[src/rtl/irq_gate_pkg.sv]
package irq_gate_pkg;

  // Instruction effect reported with a step strobe, after priority decode
  typedef enum logic [1:0] {
    OP_NONE = 2'd0,
    OP_EI   = 2'd1,
    OP_DI   = 2'd2,
    OP_HALT = 2'd3
  } step_op_e;

  localparam int unsigned EI_DELAY_DEFAULT = 2;
  localparam int unsigned REFRESH_W_DEFAULT = 8;
  localparam int unsigned REFRESH_CNT_W_DEFAULT = 7;

endpackage

[src/rtl/irq_ei_countdown.sv]
module irq_ei_countdown #(
  parameter int unsigned DELAY = 2
) (
  input  logic clk,
  input  logic rst,
  input  logic step,
  input  logic load,
  input  logic cancel,
  output logic expire
);
  localparam int unsigned CW = (DELAY < 2) ? 1 : $clog2(DELAY + 1);
  // The loading step already consumes one tick
  localparam logic [CW-1:0] RELOAD = CW'(DELAY - 1);

  logic [CW-1:0] cnt_q;

  always_comb begin
    expire = 1'b0;
    if (step && !cancel) begin
      if (load) expire = (DELAY == 1);
      else      expire = (cnt_q == CW'(1));
    end
  end

  always_ff @(posedge clk) begin
    if (rst) begin
      cnt_q <= '0;
    end else if (step) begin
      if (cancel)              cnt_q <= '0;
      else if (load)           cnt_q <= RELOAD;
      else if (cnt_q != '0)    cnt_q <= cnt_q - CW'(1);
    end
  end

endmodule

[src/rtl/irq_halt_state.sv]
module irq_halt_state (
  input  logic clk,
  input  logic rst,
  input  logic step,
  input  logic enter,
  input  logic wake,
  output logic halted_q
);

  always_ff @(posedge clk) begin
    if (rst) begin
      halted_q <= 1'b0;
    end else if (step) begin
      if (wake)       halted_q <= 1'b0;
      else if (enter) halted_q <= 1'b1;
    end
  end

endmodule

[src/rtl/irq_refresh_ctr.sv]
module irq_refresh_ctr #(
  parameter int unsigned R_W   = 8,
  parameter int unsigned CNT_W = 7
) (
  input  logic           clk,
  input  logic           rst,
  input  logic           step,
  input  logic           load,
  input  logic [R_W-1:0] wdata,
  output logic [R_W-1:0] value_q
);

  generate
    if (CNT_W < R_W) begin : g_split
      always_ff @(posedge clk) begin
        if (rst) begin
          value_q <= '0;
        end else if (step) begin
          if (load) value_q <= wdata;
          else      value_q <= {value_q[R_W-1:CNT_W], value_q[CNT_W-1:0] + CNT_W'(1)};
        end
      end
    end else begin : g_full
      always_ff @(posedge clk) begin
        if (rst) begin
          value_q <= '0;
        end else if (step) begin
          if (load) value_q <= wdata;
          else      value_q <= value_q + R_W'(1);
        end
      end
    end
  endgenerate

endmodule

[src/rtl/irq_gate_ctrl.sv]
module irq_gate_ctrl
  import irq_gate_pkg::*;
#(
  parameter int unsigned EI_DELAY = EI_DELAY_DEFAULT,
  parameter int unsigned R_W      = REFRESH_W_DEFAULT,
  parameter int unsigned R_CNT_W  = REFRESH_CNT_W_DEFAULT
) (
  input  logic           clk,
  input  logic           rst,
  input  logic           step_done,
  input  logic           op_ei,
  input  logic           op_di,
  input  logic           op_halt,
  input  logic           irq_req,
  input  logic           r_load,
  input  logic [R_W-1:0] r_wdata,
  output logic           ien_master,
  output logic           ien_shadow,
  output logic           halted,
  output logic           fetch_inhibit,
  output logic           irq_accept,
  output logic           push_pc,
  output logic [R_W-1:0] refresh
);

  step_op_e op;
  logic     halt_q;
  logic     exec;
  logic     take;
  logic     expire;
  logic     mst_q;
  logic     shd_q;
  logic     acc_q;

  assign exec = step_done && !halt_q;

  // Disable outranks enable, enable outranks halt
  always_comb begin
    op = OP_NONE;
    if (exec) begin
      if (op_di)        op = OP_DI;
      else if (op_ei)   op = OP_EI;
      else if (op_halt) op = OP_HALT;
    end
  end

  // Acceptance uses the flag as it stood before this boundary
  assign take = step_done && irq_req && mst_q;

  irq_ei_countdown #(.DELAY(EI_DELAY)) u_delay (
    .clk    (clk),
    .rst    (rst),
    .step   (step_done),
    .load   (op == OP_EI),
    .cancel (take || (op == OP_DI)),
    .expire (expire)
  );

  irq_halt_state u_halt (
    .clk      (clk),
    .rst      (rst),
    .step     (step_done),
    .enter    (op == OP_HALT),
    .wake     (irq_req),
    .halted_q (halt_q)
  );

  irq_refresh_ctr #(.R_W(R_W), .CNT_W(R_CNT_W)) u_refresh (
    .clk     (clk),
    .rst     (rst),
    .step    (step_done),
    .load    (exec && r_load),
    .wdata   (r_wdata),
    .value_q (refresh)
  );

  always_ff @(posedge clk) begin
    if (rst) begin
      mst_q <= 1'b0;
      shd_q <= 1'b0;
    end else if (step_done) begin
      if (take || (op == OP_DI)) begin
        mst_q <= 1'b0;
        shd_q <= 1'b0;
      end else if (expire) begin
        mst_q <= 1'b1;
        shd_q <= 1'b1;
      end
    end
  end

  always_ff @(posedge clk) begin
    if (rst) acc_q <= 1'b0;
    else     acc_q <= take;
  end

  assign ien_master    = mst_q;
  assign ien_shadow    = shd_q;
  assign halted        = halt_q;
  assign fetch_inhibit = halt_q;
  assign irq_accept    = acc_q;
  assign push_pc       = acc_q;

endmodule

[config.mk]
export PLATFORM = sky130hd
export DESIGN_NAME = irq_gate_ctrl
export DESIGN_NICKNAME = d
export VERILOG_FILES = /design/src/rtl/irq_gate_pkg.sv /design/src/rtl/irq_ei_countdown.sv /design/src/rtl/irq_halt_state.sv /design/src/rtl/irq_refresh_ctr.sv /design/src/rtl/irq_gate_ctrl.sv
export SDC_FILE = /design/constraint.sdc
export NUM_CORES = 1
export LEC_CHECK = 0
export ABC_AREA = 0
export CORE_MARGIN = 2
export CORE_UTILIZATION = 42
export CTS_CLUSTER_DIAMETER = 60
export DETAILED_ROUTE_END_ITERATION = 10
export HOLD_SLACK_MARGIN = 0.06
export PLACE_DENSITY = 0.78
export SLEW_MARGIN = 20
export SYNTH_ARGS = -nofsm -noshare
export SYNTH_HDL_FRONTEND = slang
export SYNTH_HIERARCHICAL = 1
export SYNTH_SLANG_ARGS = --single-unit
export TNS_END_PERCENT = 20
[constraint.sdc]
create_clock -name clk -period 2 [get_ports clk]
set_clock_uncertainty 0.1 [all_clocks]
set_input_delay 0.2 -clock clk [delete_from_list [all_inputs] [get_ports clk]]
set_output_delay 0.2 -clock clk [all_outputs]
set_load 0.1 [all_outputs]
==> results of run 1 <==
cell usage after synthesis, drive strengths merged (2+ instances only):
cell | count | area (sq um)
nor3b | 4 | 30.0
a21boi | 2 | 18.8
o31ai | 2 | 15.0
nand2b | 3 | 21.3
dfxtp | 13 | 260
o31a | 2 | 17.5
nor3 | 2 | 10.0
clkbuf | 2 | 7.51
a211oi | 3 | 22.5
nor2b | 2 | 12.5
o21ai | 8 | 40.0
buf | 5 | 32.5
a21oi | 5 | 25.0
nand2 | 9 | 33.8
inv | 6 | 22.5
ha | 3 | 37.5
a31oi | 3 | 18.8
nor2 | 5 | 18.8
nand3 | 7 | 40.0
per-layer routing:
metal,vias up,share of wire [%],GRT usage [%]
li1,403,-,-
met1,367,43,22.6
met2,30,49,32.5
met3,2,6.7,2.69
met4,0,1.4,6.67
met5,-,0,0
final cells by class:
| class | count | area, sq um |
|---|---|---|
| Multi-Input combinational cell | 69 | 444 |
| Tap cell | 25 | 31.3 |
| Fill cell | 169 | 644 |
| Clock buffer | 3 | 22.5 |
| Sequential cell | 13 | 264 |
| Timing Repair Buffer | 34 | 293 |
| Inverter | 6 | 22.5 |
| Clock inverter | 1 | 5.00 |
through the flow:
step	total power, W	utilization (%)	setup TNS [ps]
6_report	0.000640	62.7	0
5_1_grt	0.000672	62.7	0
4_1_cts	0.000643	62.7	0
3_5_place_dp	0.000482	61.1	0
3_3_place_gp	0.000477	61.1	0
2_1_floorplan	0.000413	-	-63.2
worst paths after layout:
path                                     startpoint                           endpoint  cells after the start
setup / recovery       u_halt/halted_q$_SDFFE_PP0P_  u_refresh/value_q[2]$_SDFFE_PP0P_                      6
hold / removal    u_refresh/value_q[7]$_SDFFE_PP0P_  u_refresh/value_q[7]$_SDFFE_PP0P_                      2
setup reg to reg       u_halt/halted_q$_SDFFE_PP0P_  u_refresh/value_q[2]$_SDFFE_PP0P_                      6
hold reg to reg   u_refresh/value_q[7]$_SDFFE_PP0P_  u_refresh/value_q[7]$_SDFFE_PP0P_                      2
cell families after synthesis:
family                     synth area share (%)
AOI/OAI and AO/OA                          25.3
adders and majority gates                  4.89
buffers and inverters                      8.16
DFF                                        33.9
muxes                                      1.31
and+or+nand+nor                            26.4
sequential cells by signal, indices dropped and copies added, names as in the netlist:
name,cells
ien_shadow,1
irq_accept,1
u_delay/cnt_q,2
u_halt/halted_q,1
u_refresh/value_q,8
worst register-to-register path: cells and delay by family, from the launching register on:
family	cells	cell delay, ps
compound gates	2	250
simple gates	3	560
flops	1	350
buf+inv	1	240
power breakdown:
part / total (W) / switching [W] / leakage (nW) / internal [W]
clock: 0.000164 / 0.0000903 / 0.0177 / 0.0000739
sequential: 0.000285 / 0.0000137 / 0.107 / 0.000271
combinational: 0.000192 / 0.000122 / 0.298 / 0.0000701
==> impl_results.rst, run 1 <==
.. list-table::
   :header-rows: 1

   * - Metric
     - Value
   * - CTS tree
     - built
   * - DP Area
     - 1050 sq um
   * - Post-cts hold buffer count
     - 0
   * - Most common cell after layout, fill and taps aside
     - sky130_fd_sc_hd__buf_4
   * - CTS Root Buffer Type
     - sky130_fd_sc_hd__clkbuf_4
   * - Worst path setup slack after routing
     - 367 ps
   * - Number of antenna violations at the first check in global routing
     - 0
   * - Unrepaired setup endpoints after global routing
     - false
   * - Total global-route track usage
     - 18.3%
   * - Average cell area after synthesis
     - 8.07 sq um
   * - Data arrival time at the worst-slack endpoint
     - 1670 ps
   * - Die width
     - 46.7 um
   * - Final routed wire length divided by cell count
     - 12.4 um
   * - Placed cell count
     - 147
   * - Die height
     - 46.7 um
   * - Leak pwr
     - 0.422 nW
   * - Number of standard-cell rows in the floorplan
     - 15
   * - Period utilisation layout
     - 81.7%
   * - Final Max Slew Viols
     - 0
   * - Initial Utilization
     - 44.4%
   * - Largest net degree at the start of global routing
     - 23
   * - Syn Std Cell Area
     - 767 sq um
   * - Category of the worst setup path launch point
     - flip-flop
   * - Worst-Margin Slew
     - 428 ps
   * - Vias after detailed routing
     - 802
   * - Longest individual stage delay on the worst path
     - 350 ps
   * - Final Critical Period
     - 1630 ps
   * - HP Class
     - reg -> reg
   * - Endpoint type of the worst setup path
     - flip-flop
   * - Number of detailed-route iterations in the first pass
     - 4
   * - Antenna diodes
     - 0
   * - Number of sinks handled by clock tree synthesis
     - 13
   * - Pwr Density
     - 592 nW/um^2
   * - Count of buffers from port buffering
     - 29
   * - Sequential element share of the synthesized area
     - 33.9%
   * - Maximum VDD drop
     - 0.357 mV
   * - Endpoint required time on the critical path
     - 2040 ps
   * - Bufs and invs on worst path
     - 1
   * - Violation count after the first detailed-route iteration
     - 35
   * - List of cells traversed by the critical path
     - nand2b_2 -> nor2_1 -> buf_4 -> nor3b_1 -> o21ai_0 -> a21oi_1
   * - Tightest hold margin
     - 368 ps
   * - H-tree levels
     - 1
   * - Final setup violation count
     - 0
   * - Post-Syn Nets
     - 114
   * - Critical-path top delay cell
     - sky130_fd_sc_hd__dfxtp_2
   * - Total detailed-routing wirelength
     - 1880 um
   * - Number of design rule violations left after detail routing
     - 0
   * - Post-CTS Setup Bufs
     - 0
   * - Fin nets
     - 146
   * - Full die area
     - 2180 sq um
   * - Number of synthesized flops with an enable pin
     - 0
   * - Setup slack on the worst flop-to-flop path
     - 370 ps
   * - PostCTS Resize Cnt
     - 0
   * - Dpl hpwl
     - 1410 um
   * - Gate count after technology mapping
     - 95
   * - Outcome
     - completed
   * - Remaining global-route overflow
     - 0
   * - Area of all placed cells without fillers
     - 1080 sq um
   * - Non-filler cells in the finished layout
     - 151
   * - Share of final-layout standard cells stronger than drive strength 1
     - 24.6%
   * - Maximum buffer depth of the clock tree
     - 2
   * - Number of routed nets with antenna violations
     - 0
   * - Average via count per standard cell
     - 5.31
   * - Clock transition at the registers of the reported paths
     - 90 ps
   * - Post-Place Setup Slack
     - 121 ps
   * - Number of CTS-inserted buffers
     - 3
   * - FF+latch count, synth
     - 13
   * - Highest achievable clock rate
     - 612 MHz
   * - Final weighted congestion of routability-driven global placement
     - 0.781
   * - Number of global-route vias before repair
     - 682
   * - Yosys Warn Count
     - 6
   * - Std-Cell Core Area
     - 1730 sq um
   * - Clock latency of the later-clocked register in the worst-skew pair
     - 270 ps
   * - Slew headroom
     - 71.4%
   * - I/O pin count
     - 30
   * - Distinct cell type count of the synthesized netlist
     - 33
   * - Top library cells by usage in the layout, fill and taps aside
     - 19 x sky130_fd_sc_hd__buf_4, 15 x sky130_fd_sc_hd__clkdlybuf4s50_1, 10 x sky130_fd_sc_hd__dfxtp_1
   * - Final hold violation count
     - 0
   * - Share of flip-flops with an asynchronous set or reset after synthesis
     - 0%
   * - Wire length of the first global-routing pass
     - 2880 um
   * - Max-capacitance violation count
     - 0
   * - Top FF cell, synth
     - sky130_fd_sc_hd__dfxtp_1
   * - Gate family responsible for the most delay along the worst path
     - simple AND/OR/NAND/NOR gates
   * - Area growth from synthesis to layout
     - 41.1%
   * - Crit Path Class
     - reg -> reg
   * - Largest driver fanout on the critical path
     - 9
Note: power is estimated with default switching activity, not from simulation.
==> inputs of run 2 (changes only) <==
CORE_UTILIZATION = 38   (was 42)
PLACE_DENSITY = 0.74   (was 0.78)
clock period = 1.4 ns   (was 2 ns; I/O delays follow)
==> impl_results.rst, run 2 (synthesized netlist as in run 1, its figures left out) <==
.. list-table::
   :header-rows: 1

   * - Metric
     - Value
   * - Wire length of the first global-routing pass
     - 3660 um
   * - Gate family responsible for the most delay along the worst path
     - simple AND/OR/NAND/NOR gates
   * - Sequential cell area
     - 285 sq um
   * - Full die area
     - 2390 sq um
   * - Outcome
     - completed
   * - Routed met1 length
     - 902 um
   * - Category of the worst setup path launch point
     - flip-flop
   * - Routed wire length on met2
     - 1110 um
   * - Area growth from synthesis to layout
     - 85.8%
   * - Post-cts hold buffer count
     - 0
   * - Vias after detailed routing
     - 875
   * - Area of all placed cells without fillers
     - 1430 sq um
   * - Top library cells by usage in the layout, fill and taps aside
     - 17 x sky130_fd_sc_hd__buf_4, 14 x sky130_fd_sc_hd__clkdlybuf4s50_1, 14 x sky130_fd_sc_hd__buf_12
   * - Register name with the most flops
     - u_refresh/value_q
   * - Number of design rule violations left after detail routing
     - 0
   * - I/O pin count
     - 30
   * - Critical-path top delay cell
     - sky130_fd_sc_hd__dfxtp_4
   * - DP Area
     - 1370 sq um
   * - Number of detailed-route iterations in the first pass
     - 4
   * - Multi-input logic area
     - 489 sq um
   * - Post-Route Setup TNS
     - 0 ps
   * - Max-capacitance violation count
     - 0
   * - Die width
     - 48.9 um
   * - HP Class
     - in -> reg
   * - Clock latency of the later-clocked register in the worst-skew pair
     - 280 ps
   * - Worst-Margin Slew
     - 341 ps
   * - Std-Cell Core Area
     - 1940 sq um
   * - Longest individual stage delay on the worst path
     - 360 ps
   * - Slew headroom
     - 77.2%
   * - Count of buffers from port buffering
     - 29
   * - Pwr Density
     - 707 nW/um^2
   * - Non-filler cells in the finished layout
     - 166
   * - Fin nets
     - 159
   * - CTS Root Buffer Type
     - sky130_fd_sc_hd__clkbuf_4
   * - Bufs and invs on worst path
     - 0
   * - Highest achievable clock rate
     - 722 MHz
   * - Unrepaired setup endpoints after global routing
     - true
   * - Die height
     - 48.9 um
   * - Total power
     - 0.00101 W
   * - Endpoint type of the worst setup path
     - flip-flop
   * - Top routing layer used
     - met4
   * - Final routed wire length divided by cell count
     - 13.0 um
   * - H-tree levels
     - 1
   * - Number of standard-cell rows in the floorplan
     - 16
   * - Placed cell count
     - 162
   * - Initial Utilization
     - 39.5%
   * - Final weighted congestion of routability-driven global placement
     - 0.833
   * - Largest registers
     - u_refresh/value_q x8, u_delay/cnt_q x2
   * - Final Critical Period
     - 1390 ps
   * - CTS tree
     - built
   * - Post-CTS Setup Bufs
     - 0
   * - Number of antenna violations at the first check in global routing
     - 0
   * - Dpl hpwl
     - 1680 um
   * - Share of final-layout standard cells stronger than drive strength 1
     - 38.1%
   * - Violation count after the first detailed-route iteration
     - 34
   * - List of cells traversed by the critical path
     - nand2b_4 -> nor3b_2 -> nor2_1 -> and3_2 -> a21oi_1 -> nor3_1
   * - Count of filler cells inserted in the layout
     - 145
   * - Total global-route track usage
     - 19.7%
   * - Average via count per standard cell
     - 5.27
   * - Crit Path Class
     - reg -> reg
   * - Leak pwr
     - 0.539 nW
   * - Data arrival time at the worst-slack endpoint
     - 1470 ps
   * - Period utilisation layout
     - 99.0%
   * - Final hold violation count
     - 0
   * - Number of routed nets with antenna violations
     - 0
   * - Total detailed-routing wirelength
     - 2160 um
   * - Maximum buffer depth of the clock tree
     - 2
   * - DR WL met3
     - 129 um
   * - Antenna diodes
     - 0
   * - Most common cell after layout, fill and taps aside
     - sky130_fd_sc_hd__buf_4
   * - Maximum VDD drop
     - 0.518 mV
   * - Endpoint required time on the critical path
     - 1480 ps
   * - Largest net degree at the start of global routing
     - 13
   * - Largest driver fanout on the critical path
     - 4
   * - Final setup violation count
     - 0
   * - Clock transition at the registers of the reported paths
     - 80 ps
   * - Final Max Slew Viols
     - 0
   * - Number of CTS-inserted buffers
     - 3
   * - Number of sinks handled by clock tree synthesis
     - 13
   * - Remaining global-route overflow
     - 0
   * - Post-layout utilization of the core
     - 73.4%
   * - Number of global-route vias before repair
     - 844
   * - Number of flip-flops in the largest register
     - 8
[run 2: cell types whose count changed in the layout (fill, tap and decap cells not counted), moves of 2 or more]
cell                      change
sky130_fd_sc_hd__dfxtp_1      -5
sky130_fd_sc_hd__buf_4        -2
sky130_fd_sc_hd__dfxtp_4      +6
sky130_fd_sc_hd__buf_12      +14
[run 2: final timing paths]
kind                            slack [ps]                           endpoint                               from  cells after the start
worst max-delay path                    10            ien_shadow$_SDFFE_PP0P_       u_halt/halted_q$_SDFFE_PP0P_                      6
worst min-delay path                   280       u_halt/halted_q$_SDFFE_PP0P_                          step_done                      2
worst max register to register          10            ien_shadow$_SDFFE_PP0P_       u_halt/halted_q$_SDFFE_PP0P_                      6
worst min register to register         410  u_refresh/value_q[7]$_SDFFE_PP0P_  u_refresh/value_q[7]$_SDFFE_PP0P_                      2
[run 2: timing repair]
item                       in CTS  in global routing
pin swaps                       0                  3
setup endpoints to repair      11                 10
resized for setup               1                  5
[run 2: area by class of cell]
| cell class | instances | area share, % |
|---|---|---|
| multi-input combinational | 69 | 34.3 |
| timing repair buffer | 47 | 39.9 |
| tap | 27 | 2.37 |
| sequential | 13 | 20.0 |
| clock buffer | 4 | 1.84 |
| inverter | 6 | 1.58 |
[run 2: per-layer routing]
| metal | global-route usage [%] | vias to the layer above |
|---|---|---|
| met1 | 21.9 | 411 |
| li1 | - | 431 |
| met5 | 0 | - |
| met4 | 7.14 | 0 |
| met2 | 36.1 | 30 |
| met3 | 4.60 | 3 |
[run 2: worst reg2reg max path: stages (launching register included)]
cell                       delay (ps)
sky130_fd_sc_hd__dfxtp_4          360
sky130_fd_sc_hd__nand2b_4         150
sky130_fd_sc_hd__nor3b_2          190
sky130_fd_sc_hd__nor2_1            90
sky130_fd_sc_hd__and3_2           210
sky130_fd_sc_hd__a21oi_1          140
sky130_fd_sc_hd__nor3_1            50
[run 2: report_power, final]
part	switching [W]	total, W	internal [W]
Sequential	0.0000217	0.000402	0.000381
Combinational	0.000197	0.000362	0.000165
Clock	0.000131	0.000242	0.000111
Total	0.000351	0.00101	0.000656
[run 2: per-stage QoR]
| stage | setup WS, ps | hold slack, ps |
|---|---|---|
| 3_5_place_dp | -378 | 395 |
| 3_3_place_gp | -300 | 379 |
| 6_report | 14.0 | 280 |
| 5_1_grt | -31.7 | 292 |
| 4_1_cts | 2.88 | 289 |
| 2_1_floorplan | -198 | 103 |
==> inputs of run 3 (changes only) <==
CORE_UTILIZATION = 37   (was 38)
SYNTH_HIERARCHICAL = default   (was 1)
==> impl_results.rst, run 3 <==
.. list-table::
   :header-rows: 1

   * - Metric
     - Value
   * - Post-layout utilization of the core
     - 75.9%
   * - Leak pwr
     - 0.529 nW
   * - Maximum buffer depth of the clock tree
     - 2
   * - Total global-route track usage
     - 21.1%
   * - CTS tree
     - built
   * - Antenna diodes
     - 0
   * - Final weighted congestion of routability-driven global placement
     - 0.786
   * - Critical-path top delay cell
     - sky130_fd_sc_hd__or4b_1
   * - Most instantiated library cell after synthesis
     - sky130_fd_sc_hd__dfxtp_1
   * - Worst path setup slack after routing
     - -60.5 ps
   * - Non-filler cells in the finished layout
     - 152
   * - Endpoint type of the worst setup path
     - flip-flop
   * - Syn Std Cell Area
     - 721 sq um
   * - Area growth from synthesis to layout
     - 87.7%
   * - Highest achievable clock rate
     - 685 MHz
   * - Yosys Warn Count
     - 0
   * - Number of CTS-inserted buffers
     - 3
   * - Post-Syn Nets
     - 103
   * - Number of global-route vias before repair
     - 753
   * - Worst-Margin Slew
     - 275 ps
   * - Most common cell after layout, fill and taps aside
     - sky130_fd_sc_hd__buf_4
   * - Distinct cell type count of the synthesized netlist
     - 32
   * - Longest individual stage delay on the worst path
     - 500 ps
   * - Final setup violation count
     - 2
   * - Die height
     - 48.1 um
   * - Std-Cell Core Area
     - 1780 sq um
   * - Largest registers
     - u_refresh.value_q x8, u_delay.cnt_q x2
   * - Clock latency of the later-clocked register in the worst-skew pair
     - 280 ps
   * - Die width
     - 48.1 um
   * - Worst hold path startpoint
     - r_wdata[7]
   * - Placed cell count
     - 148
   * - List of cells traversed by the critical path
     - and3_4 -> nand3_2 -> or4b_1 -> a31oi_1
   * - Number of detailed-route iterations in the first pass
     - 2
   * - HP Class
     - in -> reg
   * - Data arrival time at the worst-slack endpoint
     - 1570 ps
   * - Number of routed nets with antenna violations
     - 0
   * - Endpoint required time on the critical path
     - 1510 ps
   * - Gate count after technology mapping
     - 84
   * - Number of antenna violations at the first check in global routing
     - 0
   * - Number of sinks handled by clock tree synthesis
     - 13
   * - Violation count after the first detailed-route iteration
     - 6
   * - Number of standard-cell rows in the floorplan
     - 15
   * - Post-Place Setup Slack
     - -354 ps
   * - Register name with the most flops
     - u_refresh.value_q
   * - Number of flip-flops in the largest register
     - 8
   * - Number of design rule violations left after detail routing
     - 0
   * - FF+latch count, synth
     - 13
   * - Top library cells by usage in the layout, fill and taps aside
     - 18 x sky130_fd_sc_hd__buf_4, 15 x sky130_fd_sc_hd__clkdlybuf4s50_1, 14 x sky130_fd_sc_hd__buf_12
   * - Share of final-layout standard cells stronger than drive strength 1
     - 40.2%
   * - Commonest cells in the netlist
     - 13 x sky130_fd_sc_hd__dfxtp_1, 7 x sky130_fd_sc_hd__nand2_1, 5 x sky130_fd_sc_hd__a21oi_1, 5 x sky130_fd_sc_hd__nor2_1, 5 x sky130_fd_sc_hd__o21ai_0
   * - Gate family responsible for the most delay along the worst path
     - simple AND/OR/NAND/NOR gates
   * - Average via count per standard cell
     - 5.30
   * - WHS Path Cells
     - 3
   * - Capture point of the worst reg-to-reg path
     - u_refresh.value_q[6]$_SDFFE_PP0P_
   * - Largest cells by area after synthesis
     - sky130_fd_sc_hd__dfxtp_1 36%, sky130_fd_sc_hd__ha_1 5.2%, sky130_fd_sc_hd__nand2_1 3.6%
   * - Vias after detailed routing
     - 805
   * - Unrepaired setup endpoints after global routing
     - true
   * - Post-cts hold buffer count
     - 0
   * - Capture endpoint of the worst hold path
     - u_refresh.value_q[7]$_SDFFE_PP0P_
   * - Failing checks
     - setup timing
   * - R2R depth
     - 4
   * - Final routed wire length divided by cell count
     - 14.0 um
   * - Max-capacitance violation count
     - 0
   * - CTS Root Buffer Type
     - sky130_fd_sc_hd__clkbuf_4
   * - Largest net degree at the start of global routing
     - 15
   * - Average cell area after synthesis
     - 8.58 sq um
   * - Full die area
     - 2320 sq um
   * - I/O pin count
     - 30
   * - Post-Route Setup TNS
     - -116 ps
   * - Origin of the critical flop-to-flop path
     - u_refresh.value_q[2]$_SDFFE_PP0P_
   * - Category of the worst setup path launch point
     - flip-flop
   * - Final Critical Period
     - 1460 ps
   * - Fin nets
     - 147
   * - Dpl hpwl
     - 1650 um
   * - Bufs and invs on worst path
     - 0
   * - Wire length of the first global-routing pass
     - 3350 um
   * - Sequential element share of the synthesized area
     - 36.1%
   * - Period utilisation layout
     - 104%
   * - Crit Path Class
     - reg -> reg
   * - Remaining global-route overflow
     - 0
   * - Final Max Slew Viols
     - 0
   * - Setup slack on the worst flop-to-flop path
     - -60 ps
   * - Share of the synthesized area in the top cell type
     - 36.1%
   * - Pwr Density
     - 826 nW/um^2
   * - Outcome
     - complete, but fails checks
   * - Total detailed-routing wirelength
     - 2130 um
   * - Final hold violation count
     - 0
   * - Share of flip-flops with an asynchronous set or reset after synthesis
     - 0%
   * - Count of buffers from port buffering
     - 29
   * - H-tree levels
     - 1
   * - Largest driver fanout on the critical path
     - 3
   * - Number of synthesized flops with an enable pin
     - 0
   * - Slew headroom
     - 81.7%
   * - Top FF cell, synth
     - sky130_fd_sc_hd__dfxtp_1
   * - Tightest hold margin
     - 318 ps
   * - Clock transition at the registers of the reported paths
     - 90 ps
   * - Initial Utilization
     - 40.4%
   * - Maximum VDD drop
     - 0.585 mV
   * - Cell type contributing the most total cell area after synthesis
     - sky130_fd_sc_hd__dfxtp_1
-- run 3: cell types whose count changed in the layout (fill, tap and decap cells not counted), sizes merged, moves of 2 or more --
cell,previous run,this run
a221oi,1,3
nand3b,0,2
nor2b,2,4
nand3,7,5
o21ai,8,5
inv,6,4
nand2b,3,0
a21boi,2,0
or4b,0,2
a41oi,0,2
nand2,9,7
nor3b,4,0
o31ai,2,0
-- run 3: tightest hold or removal path, cell delays in order --
cell	delay, ps
sky130_fd_sc_hd__clkdlybuf4s50_1	410
sky130_fd_sc_hd__nand2_1	60
sky130_fd_sc_hd__a21oi_1	50
-- run 3: metal layers --
layer  GRT usage, %  vias to the layer above  routed length, um
li1               -                      395                  -
met1           27.7                      382                928
met2           34.1                       22               1080
met3           3.33                        6                 67
met4           9.19                        0                 54
met5              0                        -                  0
-- run 3: area by class of cell --
type                    instances  area (sq um)
fillers                       130           430
flip-flops and latches         13           285
inverters                       4          15.0
well taps                      25          31.3
multi-input cells              59           429
repair buffers                 47           566
clock buffers                   4          26.3
-- run 3: cells by family (layout without fill, tap and decap cells) --
| group | after synthesis | in the layout | synth area share [%] |
|---|---|---|---|
| DFF | 13 | 13 | 36.1 |
| muxes | 1 | 1 | 1.39 |
| adders and majority gates | 3 | 3 | 5.21 |
| buffers and inverters | 12 | 55 | 9.20 |
| AOI/OAI and AO/OA | 24 | 24 | 22.7 |
| and+or+nand+nor | 31 | 31 | 25.3 |
-- run 3: worst max-delay path by stage --
stage	depth (start not counted)	startpoint	endpoint
after floorplan	4	u_refresh.value_q[2]$_SDFFE_PP0P_	u_refresh.value_q[6]$_SDFFE_PP0P_
after global placement	4	step_done	u_refresh.value_q[5]$_SDFFE_PP0P_
after detailed placement	5	step_done	u_delay.cnt_q[1]$_SDFFE_PP0P_
after CTS	4	u_refresh.value_q[2]$_SDFFE_PP0P_	u_refresh.value_q[5]$_SDFFE_PP0P_
after global routing	4	u_refresh.value_q[2]$_SDFFE_PP0P_	u_refresh.value_q[6]$_SDFFE_PP0P_
final	4	u_refresh.value_q[2]$_SDFFE_PP0P_	u_refresh.value_q[6]$_SDFFE_PP0P_
-- run 3: where the power goes --
group	switching [W]	internal [W]	leakage, nW
registers	0.0000234	0.000391	0.112
clock network	0.000138	0.000110	0.0150
logic	0.000257	0.000197	0.403
-- run 3: repair_timing --
action / 4_1_cts / 5_1_grt
pin swaps: 0 / 1
gates resized for setup: 4 / 3
hold endpoints to repair: 0 / 0
setup buffers: 0 / 0
setup endpoints to repair: 3 / 5
-- run 3: metrics by stage --
step	total power (W)	area, sq um
finish	0.00112	1350
CTS	0.00111	1340
detailed placement	0.000863	1310
floorplan	0.000663	762
global placement	0.000851	1310
global route	0.00116	1350
